## src/rtl/mdio_boot_pkg.sv

```systemverilog
package mdio_boot_pkg;

  localparam int FRAME_LEN    = 64;
  localparam int PREAMBLE_LEN = 32;

  // Strobes from the sequencer to the shifter, each valid on an MDC fall.
  typedef struct packed {
    logic loadFrame;
    logic shiftBit;
    logic endFrame;
  } mdioStrobe_t;

  // Assemble one clause-22 write frame, most significant bit sent first.
  function automatic logic [FRAME_LEN-1:0] buildWrite(
      input logic [4:0]  phyAddr,
      input logic [4:0]  regAddr,
      input logic [15:0] value);
    logic [FRAME_LEN-1:0] w;
    w = {{PREAMBLE_LEN{1'b1}}, 2'b01, 2'b01, phyAddr, regAddr, 2'b10, value};
    return w;
  endfunction

endpackage

```

## src/rtl/mdio_shift_path.sv

```systemverilog
module mdio_shift_path
  import mdio_boot_pkg::*;
#(
  parameter int          MDC_HALF  = 50,
  parameter logic [4:0]  REG_ADDR  = 5'd0,
  parameter logic [15:0] CTRL_WORD = 16'h2000
) (
  input  logic        clk,
  input  logic        rstN,
  input  mdioStrobe_t strobe,
  input  logic [4:0]  phyAddr,
  output logic        fallEv,
  output logic        mdc,
  output logic        mdioO,
  output logic        mdioOe
);

  localparam int DIV_W = (MDC_HALF > 1) ? $clog2(MDC_HALF) : 1;
  localparam logic [DIV_W-1:0] HALF_LAST = DIV_W'(MDC_HALF - 1);

  logic [DIV_W-1:0]     halfCnt;
  logic [FRAME_LEN-1:0] shiftReg;
  logic                 halfEnd;

  assign halfEnd = (halfCnt == HALF_LAST);
  assign fallEv  = halfEnd && mdc;

  // MDC divider: toggles every MDC_HALF system clocks, starting low.
  always_ff @(posedge clk) begin
    if (!rstN) begin
      halfCnt <= '0;
      mdc     <= 1'b0;
    end else if (halfEnd) begin
      halfCnt <= '0;
      mdc     <= ~mdc;
    end else begin
      halfCnt <= halfCnt + 1'b1;
    end
  end

  // Data shifter: pad value and enable only move with an MDC fall.
  always_ff @(posedge clk) begin
    if (!rstN) begin
      shiftReg <= '0;
      mdioO    <= 1'b0;
      mdioOe   <= 1'b0;
    end else if (strobe.loadFrame) begin
      shiftReg <= buildWrite(phyAddr, REG_ADDR, CTRL_WORD);
      mdioO    <= buildWrite(phyAddr, REG_ADDR, CTRL_WORD) >> (FRAME_LEN - 1);
      mdioOe   <= 1'b1;
    end else if (strobe.shiftBit) begin
      shiftReg <= shiftReg << 1;
      mdioO    <= shiftReg[FRAME_LEN-2];
    end else if (strobe.endFrame) begin
      mdioO    <= 1'b0;
      mdioOe   <= 1'b0;
    end
  end

  p_pad_on_fall_r6: assert property (@(posedge clk) disable iff (!rstN)
    (rstN && $past(rstN) && (!$stable(mdioO) || !$stable(mdioOe))) |-> $fell(mdc));

  p_strobe_on_fall_r6: assert property (@(posedge clk) disable iff (!rstN)
    (strobe.loadFrame || strobe.shiftBit || strobe.endFrame) |-> fallEv);

  p_mdc_hold_r5: assert property (@(posedge clk) disable iff (!rstN)
    (rstN && $past(rstN) && !halfEnd) |=> $stable(mdc));

endmodule

```

## src/rtl/mdio_seq_ctl.sv

```systemverilog
module mdio_seq_ctl
  import mdio_boot_pkg::*;
#(
  parameter int NUM_PHY     = 8,
  parameter int IDLE_CYCLES = 32,
  parameter int LO_BASE     = 4,
  parameter int HI_BASE     = 8
) (
  input  logic        clk,
  input  logic        rstN,
  input  logic        bypassLat,
  input  logic        addrHighLat,
  input  logic        fallEv,
  output mdioStrobe_t strobe,
  output logic [4:0]  phyAddr,
  output logic        done
);

  localparam int IDX_W = (NUM_PHY > 1) ? $clog2(NUM_PHY) : 1;
  localparam int GAP_W = $clog2(IDLE_CYCLES + 1);
  localparam int BIT_W = $clog2(FRAME_LEN);
  localparam logic [IDX_W-1:0] IDX_LAST = IDX_W'(NUM_PHY - 1);

  typedef enum logic [1:0] {ST_START, ST_GAP, ST_FRAME, ST_DONE} seqState_t;

  seqState_t        state;
  logic [GAP_W-1:0] gapCnt;
  logic [BIT_W-1:0] bitCnt;
  logic [IDX_W-1:0] phyIdx;
  logic             lastPhy;
  logic [4:0]       baseAddr;

  assign lastPhy  = (phyIdx == IDX_LAST);
  assign baseAddr = addrHighLat ? 5'(HI_BASE) : 5'(LO_BASE);
  assign phyAddr  = baseAddr + 5'(phyIdx);
  assign done     = (state == ST_DONE);

  always_comb begin
    strobe = '0;
    if (fallEv) begin
      case (state)
        ST_GAP:   strobe.loadFrame = (gapCnt == '0);
        ST_FRAME: begin
          strobe.shiftBit = (bitCnt != '0);
          strobe.endFrame = (bitCnt == '0);
        end
        default: ;
      endcase
    end
  end

  always_ff @(posedge clk) begin
    if (!rstN) begin
      state  <= ST_START;
      gapCnt <= '0;
      bitCnt <= '0;
      phyIdx <= '0;
    end else begin
      case (state)
        ST_START: begin
          state  <= bypassLat ? ST_DONE : ST_GAP;
          gapCnt <= '0;
        end
        ST_GAP: if (fallEv) begin
          if (gapCnt == '0) begin
            state  <= ST_FRAME;
            bitCnt <= BIT_W'(FRAME_LEN - 1);
          end else begin
            gapCnt <= gapCnt - 1'b1;
          end
        end
        ST_FRAME: if (fallEv) begin
          if (bitCnt == '0) begin
            if (lastPhy) begin
              state <= ST_DONE;
            end else begin
              phyIdx <= phyIdx + 1'b1;
              gapCnt <= GAP_W'(IDLE_CYCLES - 1);
              state  <= ST_GAP;
            end
          end else begin
            bitCnt <= bitCnt - 1'b1;
          end
        end
        default: state <= ST_DONE;
      endcase
    end
  end

  p_done_sticky_r8: assert property (@(posedge clk) disable iff (!rstN)
    done |=> done);

  p_addr_window_r3: assert property (@(posedge clk) disable iff (!rstN)
    strobe.loadFrame |-> (phyAddr >= baseAddr && phyAddr < baseAddr + 5'(NUM_PHY)));

  p_one_strobe_r4: assert property (@(posedge clk) disable iff (!rstN)
    $onehot0(strobe));

  p_no_frame_bypass_r2: assert property (@(posedge clk) disable iff (!rstN)
    bypassLat |-> !strobe.loadFrame);

endmodule

```

## src/rtl/mdio_boot_cfg.sv

```systemverilog
module mdio_boot_cfg
  import mdio_boot_pkg::*;
#(
  parameter int          NUM_PHY     = 8,
  parameter int          IDLE_CYCLES = 32,
  parameter int          MDC_HALF    = 50,
  parameter int          LO_BASE     = 4,
  parameter int          HI_BASE     = 8,
  parameter logic [15:0] CTRL_WORD   = 16'h2000
) (
  input  logic clk,
  input  logic rstN,
  input  logic strapBypass,
  input  logic strapAddrHigh,
  output logic mdc,
  output logic mdioO,
  output logic mdioOe,
  output logic done
);

  logic        bypassLat;
  logic        addrHighLat;
  logic        fallEv;
  logic [4:0]  phyAddr;
  mdioStrobe_t strobe;

  // Straps follow the pins only while reset is held.
  always_ff @(posedge clk) begin
    if (!rstN) begin
      bypassLat   <= strapBypass;
      addrHighLat <= strapAddrHigh;
    end
  end

  mdio_seq_ctl #(
    .NUM_PHY(NUM_PHY), .IDLE_CYCLES(IDLE_CYCLES),
    .LO_BASE(LO_BASE), .HI_BASE(HI_BASE)
  ) uCtl (
    .clk(clk), .rstN(rstN), .bypassLat(bypassLat), .addrHighLat(addrHighLat),
    .fallEv(fallEv), .strobe(strobe), .phyAddr(phyAddr), .done(done)
  );

  mdio_shift_path #(
    .MDC_HALF(MDC_HALF), .REG_ADDR(5'd0), .CTRL_WORD(CTRL_WORD)
  ) uPath (
    .clk(clk), .rstN(rstN), .strobe(strobe), .phyAddr(phyAddr),
    .fallEv(fallEv), .mdc(mdc), .mdioO(mdioO), .mdioOe(mdioOe)
  );

  p_straps_frozen_r1: assert property (@(posedge clk) disable iff (!rstN)
    $past(rstN) |-> ($stable(bypassLat) && $stable(addrHighLat)));

  p_quiet_done_r8: assert property (@(posedge clk) disable iff (!rstN)
    done |-> !mdioOe);

  p_bypass_quiet_r2: assert property (@(posedge clk) disable iff (!rstN)
    bypassLat |-> !mdioOe);

endmodule

```

## config.mk

```make
export PLATFORM = sky130hd
export DESIGN_NAME = mdio_boot_cfg
export DESIGN_NICKNAME = d
export VERILOG_FILES = /design/src/rtl/mdio_boot_pkg.sv /design/src/rtl/mdio_shift_path.sv /design/src/rtl/mdio_seq_ctl.sv /design/src/rtl/mdio_boot_cfg.sv
export SDC_FILE = /design/constraint.sdc
export NUM_CORES = 1
export LEC_CHECK = 0
export BUFFER_PORTS_ARGS = -buffer_cell sky130_fd_sc_hd__buf_2
export CORE_AREA = 2 2 83 144
export CTS_CLUSTER_DIAMETER = 30
export CTS_CLUSTER_SIZE = 20
export DETAILED_ROUTE_END_ITERATION = 7
export DIE_AREA = 0 0 85 146
export GPL_TIMING_DRIVEN = 1
export SYNTH_ARGS = -nofsm -noshare
export SYNTH_HDL_FRONTEND = slang
export SYNTH_SLANG_ARGS = --single-unit
```

## constraint.sdc

```tcl
create_clock -name clk -period 2.9 [get_ports clk]
set_input_delay 0.29 -clock clk [delete_from_list [all_inputs] [get_ports clk]]
set_output_delay 0.29 -clock clk [all_outputs]
set_load 0.03 [all_outputs]
```

# After elaboration in Yosys (flattened, before gate mapping)
# Cells that the tools add are included.
[totals]
regBits = 78
input_bits = 4
output_inout_bits = 4
elab_cells = 79
[classes]
addsub = 5
eq_ne = 13
mux = 29
bitwise = 3
reduce_logical = 17
[op_table]
columns = ["cell", "count"]
rows = [
  ["$mux 63", 2],
  ["$mux 6", 9],
  ["$pmux 6 s3", 1],
  ["$mux 2", 7],
  ["$logic_not 6->1", 2],
  ["$pmux 6 s2", 1],
  ["$sub 6x1->6 const B", 2],
  ["$ne 2x2->1 const B", 5],
  ["$reduce_and 4->1", 2],
  ["$add 6x1->6 const B", 1],
  ["$eq 6x6->1 const B", 1],
  ["$mux 1", 6],
  ["$ne 2x1->1 const B", 3],
  ["$pmux 2 s3", 1],
  ["$reduce_and 6->1", 1],
  ["$reduce_bool 2->1", 3],
  ["$reduce_bool 3->1", 2],
  ["$reduce_bool 6->1", 1],
  ["$add 5x3->5", 1],
  ["$reduce_and 5->1", 1],
  ["$eq 2x2->1 const B", 2],
  ["$mux 4", 1],
  ["$reduce_or 2->1", 2],
  ["$add 3x1->3 const B", 1],
  ["other kinds (7)", 9],
]

# Logic depth before layout (Yosys ltp)
# Gate-level depths: netlist (run 1).
[depth]
depth_word = 6
ltp_mapped = 8
ltp_nobuf = 7

# By module
# Synthesis (run 1) repeated with hierarchy kept, for this count alone.
[unflattened]
hier_cells = 356
hier_area_um2 = 3627.2
[modules_own_cells]
columns = ["mod", "instances", "cells_per_inst", "area_per_inst_um2", "seq_area_each_um2"]
rows = [
  ["mdio_shift_path", 1, 216, 2399.8, 1181.1],
  ["mdio_seq_ctl", 1, 137, 1163.6, 340.3],
  ["mdio_boot_cfg", 1, 3, 63.8, 60.1],
]

# Least setup slack after synthesis (run 1)
# OpenSTA, ideal clock, no wires.
[synth_timing]
path_type = "flip-flop to flip-flop"
startpoint = "register uCtl.bitCnt[0]"
endpoint = "register uCtl.gapCnt[2]"
setup_ns = 0.116
arrival_time_ns = 1.807
required_ns = 2.784
path_slack_ns = 0.976
path_stages_with_launch = 8
path_buffers = 0
synth_period_minus_slack_ns = 1.924
cell_sequence = "dfxtp_1 > inv_1 > ha_1 > or4b_4 > nor2_8 > a31oi_4 > o311a_1 > a41o_1"
[synth_between]
elab_chain_cells = 3
[synth_rtl]
columns = ["element", "line_no", "source"]
rows = [
  ["start, declared", "mdio_seq_ctl.sv:28", "logic [BIT_W-1:0] bitCnt;"],
  ["start signal, assigned", "mdio_seq_ctl.sv:67", "bitCnt <= BIT_W'(FRAME_LEN - 1);"],
  ["start signal, assigned", "mdio_seq_ctl.sv:82", "bitCnt <= bitCnt - 1'b1;"],
  ["$logic_not 6->1", "mdio_seq_ctl.sv:73", "if (bitCnt == '0) begin"],
  ["$ne 2x1->1 (no line)", "n/a", ""],
  ["$reduce_and 6->1 (no line)", "n/a", ""],
  ["end signal, assigned", "mdio_seq_ctl.sv:69", "gapCnt <= gapCnt - 1'b1;"],
  ["end signal, assigned", "mdio_seq_ctl.sv:78", "gapCnt <= GAP_W'(IDLE_CYCLES - 1);"],
  ["end, declared", "mdio_seq_ctl.sv:27", "logic [GAP_W-1:0] gapCnt;"],
]
# No other way between the ends.
# A chain may end at the register's enable or synchronous reset.

# Final worst setup path (run 1)
[layout_timing]
startpoint = "register uPath.halfCnt[0]"
endpoint = "register uPath.shiftReg[48]"
[layout_between]
elab_chain_cells = 4
elab_cells_between_ends = 5
classes_between = "eq/ne: 1; mux: 2; reduce/logical: 2"
[layout_rtl]
columns = ["element", "line_no", "source"]
rows = [
  ["start, declared", "mdio_shift_path.sv:21", "logic [DIV_W-1:0] halfCnt;"],
  ["start signal, assigned", "mdio_shift_path.sv:37", "halfCnt <= halfCnt + 1'b1;"],
  ["$eq 6x6->1 *", "mdio_shift_path.sv:25", "assign halfEnd = (halfCnt == HALF_LAST);"],
  ["$logic_and 1x1->1 *", "mdio_shift_path.sv:26", "assign fallEv = halfEnd && mdc;"],
  ["$mux 3 *", "mdio_seq_ctl.sv:40", "if (fallEv) begin"],
  ["$mux 63 or $reduce_bool 2->1 (tied branches)", "n/a", ""],
  ["end signal, assigned", "mdio_shift_path.sv:48", "shiftReg <= buildWrite(phyAddr, REG_ADDR, CTRL_WORD);"],
  ["end signal, assigned", "mdio_shift_path.sv:52", "shiftReg <= shiftReg << 1;"],
  ["end, declared", "mdio_shift_path.sv:22", "logic [FRAME_LEN-1:0] shiftReg;"],
]
# Every way passes the cells marked *; elsewhere a longest branch is shown, timed or not.

==> metrics.txt, run 1 <==
Layout Skew approximately 0.0038 ns; hold crit path type in -> reg; layout cells sized above 1 0.219; CTS Buffer Depth 2; Slew Viols, Final 0; GP Congestion 0.860; Setup CP Type reg -> reg; post-place setup slack 0.202 ns; fmax 418 MHz; Mapped Area 3280 um^2; Worst path top cell family by delay simple AND/OR/NAND/NOR gates; initial antenna violation count 0; P&R area growth vs syn 13.3%; post-synthesis sequential area ratio 0.482; max cap viols 0; CTS tree built; total grt overflow 0; std cell rows 51; ANT cells 0; main combinational cell family by area after synthesis compound AO/OA/AOI/OAI gates; final WL 6.55 mm; Post-Place Cell Area 3430 um^2; synthesized-area fraction occupied by adder cells 0.0495; CTS clk-pin slew, worst paths 0.06 ns; Yosys top cell area share 0.463; TritonCTS sink count 78; Slew HR 0.554; H-tree depth 3; worst path cell trace ha_1 -> and4bb_2 -> nand2_1 -> nor2_2 -> nand2_2 -> o221a_2; critical path data arrival time 2.61 ns; Power Dens Cells 825 nW/um^2; largest net degree at the start of global routing 50; # DRC 0; Fill cells ~1100; vias in the first global route 2445; total die area ~12000 um^2; Tmin final roughly 2.4 ns; DPL Wire Length 4.50 mm; RSZ-0062 raised after global routing false; Synth area leaders dfxtp_1, o221a_2, ha_1, a21oi_1, nand2_1; Post-Layout Cell Count 470; Tcrit/Tclk final 0.824; DR vias/cell ~5.4; DIE WIDTH 85 um; Core Area 11200 um^2; Final Cell Area 3720 um^2; Worst-Margin Slew 0.652 ns; Final WS setup 0.510 ns; CTS Buf Count 9; Synth Flop Type dfxtp_1; Clock Latency Late Sink 0.34 ns; CP startpoint kind flip-flop; Hold-fix buffers, CTS 0; Synth Register Bits 78; Post-Synthesis Cells around 330; 1st-iter DRT viols 127; CP Capture Type flip-flop; CP max stage delay 0.48 ns; Synth Warn # 0; Syn Nets 344; Simple-Gate Fraction of Synth Area 0.135; drt pass-1 iters 4; CTS root buffer clkbuf_16; # setup viols final 0; Async S/R FF share, synth 0; drt wl/cell 13.9 um; I/O pin count 8; Hold Fails Final Rpt 0; run status finished clean; critical path's slowest cell nand2_2; biggest area consumer among synthesized cells dfxtp_1; GRT Util Overall 0.113; Util after Layout 0.333; mux cell area share after synthesis 0.0122; crit-path max FO 34; number of synthesized flops with an enable pin 2; Layout Nets 350; placed instance count 454; first-pass GRT wire length 11.2 mm; synth unique cells 55; WP buf/inv 0; Post-Synth XOR/XNOR Area 0.0160; worst vdd ir around 0.42 mV; Req. time, crit path 3.12 ns; die outline height 146 um; Syn Area/Cell between 10 and 15 um^2; total number of vias roughly 2500; Detail Route Antenna Nets 0; final setup TNS 0 ns; Starting Density 0.294; Static Leak 1.41 nW; Compound-Gate Fraction of Synth Area 0.260; Port Buffers 7
[state kept, by name, summed over array words and instances (netlist names)]
name	count
uPath.mdioOe	1
uCtl.gapCnt	6
uCtl.phyIdx	3
uPath.halfCnt	6
uPath.shiftReg	50
addrHighLat	1
uCtl.state	2
uCtl.bitCnt	6
uPath.mdioO	1
uPath.mdc	1
bypassLat	1
[stage by stage]
step / total power, W / hold slack (ns)
CTS: 0.00310 / 0.118
global placement: 0.00200 / 0.445
detailed placement: 0.00202 / 0.450
floorplan: 0.00182 / 0.389
finish: 0.00307 / 0.127
global route: 0.00325 / 0.119
[synthesized netlist by cell type, types with 5 or more instances]
cell type   n
o221a_2    33
inv_1      12
nand2_1    35
o21ai_0    13
nor3_1      5
clkbuf_1    6
nand3_1     8
nand2b_1    5
ha_1       13
buf_2       7
dfxtp_1    76
nor2_1     23
a311oi_1    5
a21oi_1    28
[repair_timing]
item	in CTS	in global routing
endpoints found under the setup margin	0	34
buffers inserted	0	0
gates resized for setup	0	1
[final timing paths]
kind	startpoint	to	slack, ns	cells after the start
max	uPath.halfCnt[0]	uPath.shiftReg[48]	0.51	6
min	strapAddrHigh	addrHighLat	0.13	1
max reg2reg	uPath.halfCnt[0]	uPath.shiftReg[48]	0.51	6
min reg2reg	uPath.shiftReg[15]	uPath.shiftReg[16]	0.45	2
[cell type report]
cell class | instances | area (um^2) | share of cell area
timing repair buffer | 13 | 80.1 | 0.0215
multi-input combinational | 218 | 1560 | 0.420
sequential | 78 | 1580 | 0.425
inverter | 13 | 48.8 | 0.0131
tap | 132 | 165 | 0.0444
clock inverter | 5 | 50.0 | 0.0135
clock buffer | 11 | 233 | 0.0626
[layout by cell type (no fill, tap or decap), drive strengths merged, types with 4 or more instances in the layout]
cell type	netlist	final
a311oi	5	5
nor3	6	6
o31ai	4	4
nor2	24	24
xor2	4	4
nand2b	5	5
inv	12	12
o21ai	14	14
dfxtp	76	76
nand2	36	36
clkinv	1	5
a21oi	28	28
mux2i	4	4
o221a	34	34
nand3	8	8
buf	11	13
clkbuf	7	11
ha	13	13
[routing by layer]
| layer | global-route usage | up-vias | wire, um |
|---|---|---|---|
| li1 | - | 1225 | - |
| met1 | 0.123 | 1250 | 2640 |
| met2 | 0.192 | 28 | 3540 |
| met3 | 0.0255 | 14 | 149 |
| met4 | 0.0746 | 0 | 217 |
| met5 | 0 | - | 0 |
[power by group]
part           total, W  leakage [nW]  internal [W]  switching (W)
clock network   0.00107         0.143      0.000660       0.000413
registers       0.00123         0.634       0.00115      0.0000837
logic          0.000767         0.628      0.000297       0.000470
[cell families after synthesis]
| kind of cell | count (synthesis) |
|---|---|
| AO/OA/AOI/OAI | 104 |
| AND/OR/NAND/NOR | 91 |
| flip-flops | 78 |
| buffers and inverters | 31 |
| adder cells (fa/ha/maj) | 13 |
| XOR/XNOR | 6 |
| multiplexers | 4 |
No activity file was read; power rests on OpenSTA's default activity.
==> inputs of run 2 (changes only) <==
--- a/config.mk
+++ b/config.mk
@@ -5,12 +5,13 @@
 export SDC_FILE = /design/constraint.sdc
 export NUM_CORES = 1
 export LEC_CHECK = 0
+export ABC_AREA = 1
 export BUFFER_PORTS_ARGS = -buffer_cell sky130_fd_sc_hd__buf_2
-export CORE_AREA = 2 2 83 144
+export CORE_AREA = 2 2 86 150
 export CTS_CLUSTER_DIAMETER = 30
 export CTS_CLUSTER_SIZE = 20
 export DETAILED_ROUTE_END_ITERATION = 7
-export DIE_AREA = 0 0 85 146
+export DIE_AREA = 0 0 88 152
 export GPL_TIMING_DRIVEN = 1
 export SYNTH_ARGS = -nofsm -noshare
 export SYNTH_HDL_FRONTEND = slang
==> constraint.sdc (replaced) <==
create_clock -name clk -period 2.3 [get_ports clk]
set_input_delay 0.23 -clock clk [delete_from_list [all_inputs] [get_ports clk]]
set_output_delay 0.23 -clock clk [all_outputs]
set_load 0.03 [all_outputs]
==> run 2 against run 1 <==
  * Highest routed layer unchanged
  * Die area up 7.8%
  * Non-clock buffer count down 2
  * Register-to-register slack worse by 0.12 ns
  * Combinational power up 55%
  * Critical path depth up 4
  * Clock skew up 0.0019 ns
  * Global-route usage up 0.48 points
  * Synthesized cell count up 48%
  * First-iteration DRC count up 18%
  * Largest cell class is now multi-input combinational cells
  * Hold slack worse by 0.060 ns
==> metrics.txt, run 2 <==
P&R area growth vs syn 12.9%; Tmin final 1.91 ns; RSZ-0062 raised after global routing false; Power Dens Cells around 1000 nW/um^2; Synth Warn # 0; Synth area leaders dfxtp_1, nor2_1, nand2_1, nand3_1, ha_1; die outline height 152 um; total grt overflow 0; worst vdd ir 0.496 mV; largest net degree at the start of global routing 36; 1st-iter DRT viols 150; leading cell type in the layout, fill and taps excluded nor2_1; max reg flops 50; initial antenna violation count 0; Syn Area/Cell 7.41 um^2; Slew Viols, Final 0; WP buf/inv 2; crit-path max FO 35; DPL Wire Length about 5 mm; Mapped Area 3590 um^2; Layout Nets 506; total number of vias 2934; critical path data arrival time 2.14 ns; CP max stage delay 0.33 ns; Synth Flop Type dfxtp_1; Port Buffers 7; CTS Buf Count 9; GP Congestion 0.841; # DRC 0; total die area 13400 um^2; post-CTS setup buffer count 0; layout cells sized above 1 0.107; area of the multi-input gates 1730 um^2; Post-Synthesis Cells 484; first-pass GRT wire length 12.8 mm; # setup viols final 0; post-synthesis sequential area ratio 0.441; ANT cells 0; Post-Layout Cell Count about 660; Static Leak 1.78 nW; CP Capture Type flip-flop; GRT Util Overall 0.118; max cap viols 0; hold crit path type in -> reg; placed instance count 646; top-count cell post-synth nor2_1; Req. time, crit path 2.53 ns; H-tree depth 3; synth unique cells 33; CTS clk-pin slew, worst paths 0.06 ns; Layout Skew about 0.0057 ns; Core Area between 10000 and 15000 um^2; TritonCTS sink count 78; biggest area consumer among synthesized cells dfxtp_1; Yosys top cell area share 0.424; final WL 6.99 mm; fmax between 500 and 600 MHz; Synth Register Bits 78; r2r setup slk 0.39 ns; CTS tree built; Starting Density 0.293; Clock Latency Late Sink between 0.3 and 0.4 ns; Worst-Margin Slew approximately 0.5 ns; Tcrit/Tclk final 0.831; Syn Nets 501; CTS root buffer clkbuf_16; Fill cells 1291; Hold-fix buffers, CTS 0; number of synthesized flops with an enable pin 2; vias in the first global route 2951; std cell rows 54; Slew HR 0.668; cell mode on critical path inv_1; Storage cell area 1580 um^2; top post-synthesis cells by count nor2_1, nand2_1, dfxtp_1, inv_1, nand3_1; Async S/R FF share, synth 0; drt pass-1 iters 4; Resized cells post-CTS 0; drt wl/cell about 11 um; run status finished clean; CTS Buffer Depth 2; I/O pin count 8; Worst path top cell family by delay simple AND/OR/NAND/NOR gates; Detail Route Antenna Nets 0; DIE WIDTH ~88 um; critical path's slowest cell dfxtp_1; final setup TNS 0 ns; worst path cell trace inv_1 -> ha_1 -> inv_1 -> nor2_2 -> nand3_2 -> nand2_2 -> nor2_8 -> nand2_4 -> o21ai_0 -> nor2_1; Hold Fails Final Rpt 0; Biggest register uPath.shiftReg; most frequent cells in the layout nor2_1, nand2_1, dfxtp_1; DR vias/cell roughly 4.4; CP startpoint kind flip-flop; Setup CP Type reg -> reg
run 2: cell count changes after synthesis, moves of 7 or more:
cell     before  now
a21oi_1      28   21
inv_1        12   38
nand2_1      35   85
nand3_1       8   34
nor2_1       23  118
o21ai_1       0   30
o221a_2      33    0
run 2: path summary, 6_finish.rpt:
check,cells after the start,endpoint,startpoint
worst min-delay path,1,bypassLat,strapBypass
worst max-delay path,10,uPath.shiftReg[62],uCtl.bitCnt[0]
worst max register to register,10,uPath.shiftReg[62],uCtl.bitCnt[0]
worst min register to register,2,uPath.shiftReg[18],uPath.shiftReg[18]
run 2: logic make-up (layout without fill, tap and decap cells):
group / count (synthesis) / after routing / share of synthesized area
xor+xnor: 2 / 2 / 0.00489
compound gates: 70 / 70 / 0.0994
fa+ha+maj: 13 / 13 / 0.0454
simple gates: 262 / 262 / 0.332
flops: 78 / 78 / 0.441
buf+inv: 59 / 69 / 0.0771
run 2: where the power goes:
| part | internal (W) | switching, W | total, W | leakage [nW] |
|---|---|---|---|---|
| combinational | 0.000399 | 0.000787 | 0.00119 | 0.990 |
| clock | 0.000853 | 0.000583 | 0.00144 | 0.150 |
| sequential | 0.00145 | 0.0000846 | 0.00153 | 0.635 |
run 2: metal layers:
metal | track usage | wire (um) | up-vias
li1 | - | - | 1549
met1 | 0.127 | 2850 | 1329
met2 | 0.210 | 3780 | 39
met3 | 0.0255 | 187 | 17
met4 | 0.0571 | 176 | 0
met5 | 0 | 0 | -
run 2: cell type report:
class | instances | area share
Clock buffer | 9 | 0.0556
Clock inverter | 7 | 0.0204
Inverter | 42 | 0.0389
Multi-Input combinational cell | 347 | 0.427
Sequential cell | 78 | 0.390
Tap cell | 168 | 0.0519
Timing Repair Buffer | 11 | 0.0161
run 2: per-stage QoR:
step	hold slack, ns	total power (W)	cell area (um^2)	util	worst slack (ns)
global placement	0.408	0.00272	3740	0.306	0.448
finish	0.0673	0.00415	4050	0.331	0.388
global route	0.0599	0.00446	4050	0.331	0.179
CTS	0.0600	0.00420	4050	0.331	0.391
floorplan	0.329	0.00250	3590	-	0.771
detailed placement	0.412	0.00275	3740	0.306	0.404
